[config.mk]
export PLATFORM = sky130hd
export DESIGN_NAME = cam_fifo_assoc
export DESIGN_NICKNAME = d
export VERILOG_FILES = /design/src/rtl/cam_pkg.sv /design/src/rtl/cam_match.sv /design/src/rtl/cam_rowptr.sv /design/src/rtl/cam_store.sv /design/src/rtl/cam_fifo_assoc.sv
export SDC_FILE = /design/constraint.sdc
export NUM_CORES = 1
export LEC_CHECK = 0
export ABC_CLOCK_PERIOD_IN_PS = 6700
export BUFFER_PORTS_ARGS = -buffer_cell sky130_fd_sc_hd__buf_2
export CAP_MARGIN = 15
export CORE_ASPECT_RATIO = 0.9
export CORE_MARGIN = 1
export CORE_UTILIZATION = 51
export CTS_CLUSTER_DIAMETER = 40
export DETAILED_ROUTE_END_ITERATION = 8
export GPL_TIMING_DRIVEN = 0
export PLACE_DENSITY = 0.7
export SYNTH_ARGS = -nofsm -noshare
export SYNTH_HDL_FRONTEND = slang
export SYNTH_SLANG_ARGS = --single-unit
[constraint.sdc]
create_clock -name clk -period 6.7 [get_ports clk]
set_input_delay 1.675 -clock clk [delete_from_list [all_inputs] [get_ports clk]]
set_output_delay 1.675 -clock clk [all_outputs]
set_load 0.02 [all_outputs]
[src/rtl/cam_pkg.sv]
package cam_pkg;
  typedef enum logic [1:0] {
    OP_IDLE   = 2'd0,
    OP_FILL   = 2'd1,
    OP_UPDATE = 2'd2,
    OP_FLUSH  = 2'd3
  } cam_op_e;
endpackage

[src/rtl/cam_match.sv]
module cam_match #(
  parameter int ENTRIES = 4,
  parameter int ADDR_W  = 16
) (
  input  logic [ENTRIES-1:0][ADDR_W-1:0] tag_q,
  input  logic [ENTRIES-1:0]             valid_q,
  input  logic [ADDR_W-1:0]              addr,
  output logic [ENTRIES-1:0]             word_line
);
  // one comparator per entry stands in for the address decoder
  for (genvar i = 0; i < ENTRIES; i++) begin : g_cmp
    assign word_line[i] = valid_q[i] && (tag_q[i] == addr);
  end
endmodule

[src/rtl/cam_rowptr.sv]
module cam_rowptr #(
  parameter int ENTRIES = 4,
  localparam int PW     = $clog2(ENTRIES)
) (
  input  logic          clk,
  input  logic          rst_n,
  input  logic          adv,
  output logic [PW-1:0] ptr
);
  localparam logic [PW-1:0] LAST = PW'(ENTRIES - 1);

  always_ff @(posedge clk) begin
    if (!rst_n)   ptr <= '0;
    else if (adv) ptr <= (ptr == LAST) ? '0 : ptr + 1'b1;
  end

  // step by one with wrap on each install
  a_r6_ptr_step: assert property (@(posedge clk) disable iff (!rst_n)
    adv |=> ptr == (($past(ptr) == LAST) ? '0 : $past(ptr) + 1'b1));
  // pointer holds when nothing is installed
  a_r4_ptr_hold: assert property (@(posedge clk) disable iff (!rst_n)
    !adv |=> $stable(ptr));
endmodule

[src/rtl/cam_store.sv]
module cam_store
  import cam_pkg::*;
#(
  parameter int ENTRIES = 4,
  parameter int ADDR_W  = 16,
  parameter int DATA_W  = 16,
  localparam int PW     = $clog2(ENTRIES)
) (
  input  logic                           clk,
  input  logic                           rst_n,
  input  cam_op_e                        op,
  input  logic [PW-1:0]                  ptr,
  input  logic [ENTRIES-1:0]             word_line,
  input  logic [ADDR_W-1:0]              addr,
  input  logic [DATA_W-1:0]              wdata,
  output logic [ENTRIES-1:0][ADDR_W-1:0] tag_q,
  output logic [ENTRIES-1:0][DATA_W-1:0] data_q,
  output logic [ENTRIES-1:0]             valid_q
);
  for (genvar i = 0; i < ENTRIES; i++) begin : g_ent
    logic fill_sel, upd_sel;
    assign fill_sel = (op == OP_FILL) && (ptr == PW'(i));
    assign upd_sel  = (op == OP_UPDATE) && word_line[i];

    always_ff @(posedge clk) begin
      if (!rst_n) begin
        valid_q[i] <= 1'b0;
        tag_q[i]   <= '0;
        data_q[i]  <= '0;
      end else if (op == OP_FLUSH) begin
        valid_q[i] <= 1'b0;
      end else if (fill_sel) begin
        valid_q[i] <= 1'b1;
        tag_q[i]   <= addr;
        data_q[i]  <= wdata;
      end else if (upd_sel) begin
        data_q[i]  <= wdata;
      end
    end

    // a data update leaves the tag of that entry untouched
    a_r4_tag_kept: assert property (@(posedge clk) disable iff (!rst_n)
      (op == OP_UPDATE) |=> $stable(tag_q[i]));
  end
endmodule

[src/rtl/cam_fifo_assoc.sv]
module cam_fifo_assoc
  import cam_pkg::*;
#(
  parameter int ENTRIES = 4,
  parameter int ADDR_W  = 16,
  parameter int DATA_W  = 16
) (
  input  logic              clk,
  input  logic              rst_n,
  input  logic [ADDR_W-1:0] addr,
  input  logic [DATA_W-1:0] wdata,
  input  logic              wr_en,
  input  logic              flush,
  output logic [DATA_W-1:0] rdata,
  output logic              miss
);
  localparam int PW = $clog2(ENTRIES);

  logic [ENTRIES-1:0][ADDR_W-1:0] tag_q;
  logic [ENTRIES-1:0][DATA_W-1:0] data_q;
  logic [ENTRIES-1:0]             valid_q;
  logic [ENTRIES-1:0]             word_line;
  logic [PW-1:0]                  ptr;
  cam_op_e                        op;

  cam_match #(.ENTRIES(ENTRIES), .ADDR_W(ADDR_W)) u_match (
    .tag_q(tag_q), .valid_q(valid_q), .addr(addr), .word_line(word_line)
  );

  assign miss = ~|word_line;

  always_comb begin
    if (flush)      op = OP_FLUSH;
    else if (!wr_en) op = OP_IDLE;
    else if (miss)  op = OP_FILL;
    else            op = OP_UPDATE;
  end

  cam_rowptr #(.ENTRIES(ENTRIES)) u_ptr (
    .clk(clk), .rst_n(rst_n), .adv(op == OP_FILL), .ptr(ptr)
  );

  cam_store #(.ENTRIES(ENTRIES), .ADDR_W(ADDR_W), .DATA_W(DATA_W)) u_store (
    .clk(clk), .rst_n(rst_n), .op(op), .ptr(ptr), .word_line(word_line),
    .addr(addr), .wdata(wdata), .tag_q(tag_q), .data_q(data_q), .valid_q(valid_q)
  );

  // word lines gate the data array onto the read bus
  always_comb begin
    rdata = '0;
    for (int i = 0; i < ENTRIES; i++)
      if (word_line[i]) rdata = rdata | data_q[i];
  end

  // never more than one word line
  a_r8_one_match: assert property (@(posedge clk) disable iff (!rst_n)
    $onehot0(word_line));
  // a write is readable at the same address in the next cycle
  a_r5_visible: assert property (@(posedge clk) disable iff (!rst_n)
    (wr_en && !flush) |=> (addr != $past(addr)) || (!miss && rdata == $past(wdata)));
  // everything misses after a flush
  a_r7_flushed: assert property (@(posedge clk) disable iff (!rst_n)
    flush |=> miss);
endmodule

==> results.cfg <==
[status]
outcome = finished clean

[layout]
final_cell_mix = dfxtp_1 (134), nand2_1 (118), mux2i_1 (98)
nets = 716
area_growth_pct = 17.1
drive_above_1_share_pct = 14.9
multiInputGateArea_sq_um = 3100
diodes = 0
layout_commonest_cell = dfxtp_1
fillers = 959
seq_area_sq_um = 2680
fin_util_pct = 61.8
instances_no_fill = 845

[die]
dieArea_sq_um = 12400
die_w_microns = 117
coreArea_sq_um = 11500
pin_count = 53
die_height_microns = 106
initial_core_util_pct = 52.8
num_rows = 37

[worst_setup_path]
crit_required_ns = 5.03
startpoint = addr[7]
critPathCaptureType = output pin
start_kind = input port
worst-setup-path-type = in -> out
critPathMaxFanout = 10
critical_path_arrival_ns = 4.51
r2r_start = u_store.tag_q[50]$_SDFFE_PN0P_

[global_route]
grt_pass1_vias = 4617
antenna_found_initial = 0
grt_max_degree = 17
grt_overflow = 0
grt_pass1_wl_microns = 24600
grt_usage_pct = 26.8

[sta]
setup_viol = 0
postLayoutSetupSlackWorst_ns = 0.518
worst_pin_slew_ns = 0.961
period_minus_slack_ns = 6.18
finalClockSkew_ns = 0.00899
grt_setup_unrepaired = no
fin_crit_sh_pct = 92.3
timing_hold_violations_final = 0
drv_slew = 0
fmax_mhz = 162
slew_headroom_pct = 35.7
tns_ns = 0

[clocking]
clk_pin_slew_ns = 0.06
clk_path_buf_depth = 2
root_buffer = clkbuf_16
cts-resized-gates = 0
cts_setup_buffers = 0
hold_buffers = 0
cts_sinks = 134
cts_buffers = 17
cts_tree = built
cts_max_level = 4
clkLatencyLatePin_ns = 0.43

[min_path]
hp-start = u_store.data_q[36]$_SDFFE_PN0P_
hp-class = reg -> reg

[drt]
drc_errors = 0
dr.pass1.iters = 5
vias = 4657
avgViaCountPerCell = 5.51
wirelength_microns = 15300
drt-initial-drc-count = 363
postRouteAntennaNets = 0
wl_per_cell_microns = 18.1

[yosys]
syn_inst = 622
synth.distinct_cells = 30
yosysWarningCount = 0
avgSynthCellArea_sq_um = 9.79
synth.yosys.seq_area_share_pct = 44.1
netlist_area_sq_um = 6090
synth_nets = 662
synth_seq_cells = 134

[pwr]
pwr-share-comb_pct = 6.2
clockPowerShare_pct = 52.7
swShare_pct = 22.0
leakage_uw = 0.00325
ir_worst_vdd_uv = 165
sequentialPowerShare_pct = 41.1
internal_power_uw = 1570
power_density_nw_per_um2 = 281
p_switching_uw = 441

[placed_design]
dp_slack_ns = 0.574
portBuffers = 35
gp_congestion = 0.806
place_hpwl_microns = 10500
placed_cells = 813

[run]
max-cap-violations = 0
-- per-layer routing --
metal / wire length, microns / global-route usage (%) / vias up / part of all wire [%]
met2: 7080 / 39.8 / 137 / 46
li1: - / - / 2235 / -
met1: 7380 / 38.0 / 2270 / 48
met5: 0 / 0 / - / 0
met4: 146 / 8.77 / 0 / 0.95
met3: 704 / 5.87 / 15 / 4.6
-- state kept, by name, summed over array words and instances, names as in the netlist --
| name | flops |
|---|---|
| u_store.data_q | 64 |
| u_store.valid_q | 4 |
| u_ptr.ptr | 2 |
| u_store.tag_q | 64 |
-- Yosys cell counts (all sizes together) --
master  instances  area, sq um
xnor2           4         35.0
clkbuf         22         85.1
inv             4         15.0
nor4           12         75.1
a21boi          2         15.0
mux2i          98          981
and4            2         22.5
dfxtp         134         2680
o22ai           1         6.26
o211a           2         20.0
o21a            2         15.0
a21oi           2         32.5
a22o           32          280
ha              4         50.1
nand2         118          443
buf            32          208
a22oi          32          240
nand4           6         37.5
xor2           60          526
nor3            5         25.0
nor2b          36          225
o22a            2         17.5
nor3b           2         15.0
nor2            5         18.8
and3            3         18.8
-- critical path, cell delays in order --
cell      delay (ns)
buf_2           0.18
xor2_1          0.18
nor4_1          0.37
nand4_1         0.28
nor2_1          0.81
clkbuf_1        0.55
a22oi_1         0.18
nand2_1         0.10
buf_2           0.16
-- final timing paths --
| kind | endpoint | slack [ns] | cells after the start |
|---|---|---|---|
| setup / recovery | rdata[10] | 0.52 | 9 |
| hold / removal | u_store.data_q[36]$_SDFFE_PN0P_ | 0.46 | 2 |
| setup reg to reg | u_store.data_q[9]$_SDFFE_PN0P_ | 3.92 | 8 |
| hold reg to reg | u_store.data_q[36]$_SDFFE_PN0P_ | 0.46 | 2 |
-- stage by stage --
step / area [sq um] / power (uW) / hold slack [ns]
after floorplan: 6090 / 925 / 0.435
after global placement: 6460 / 961 / 0.444
after detailed placement: 6460 / 964 / 0.452
after CTS: 7130 / 2010 / 0.461
after global routing: 7130 / 2060 / 0.477
final: 7130 / 2010 / 0.461
-- power by group through the flow --
stage / clock, uW / sequential [uW] / combinational [uW]
floorplan: 0 / 839 / 86.3
global placement: 0 / 840 / 120
detailed placement: 0 / 841 / 123
CTS: 1060 / 824 / 125
global route: 1100 / 826 / 136
finish: 1060 / 824 / 125
-- cells by family after synthesis --
logic type                 share of synthesized area (%)
and+or+nand+nor                                     14.5
DFF                                                 44.1
muxes                                               16.1
AOI/OAI and AO/OA                                   10.3
xor gates and xnor gates                            9.20
buffers and inverters                               5.05
adders and majority gates                          0.822
-- final cells by class --
class,count,area share (%)
clock inverter,14,3.23
tap,156,2.74
sequential,134,37.6
inverter,4,0.211
timing repair buffer,35,2.46
multi-input combinational,430,43.5
clock buffer,18,6.16
buffer,54,4.11
No activity file was read; power rests on OpenSTA's default activity.
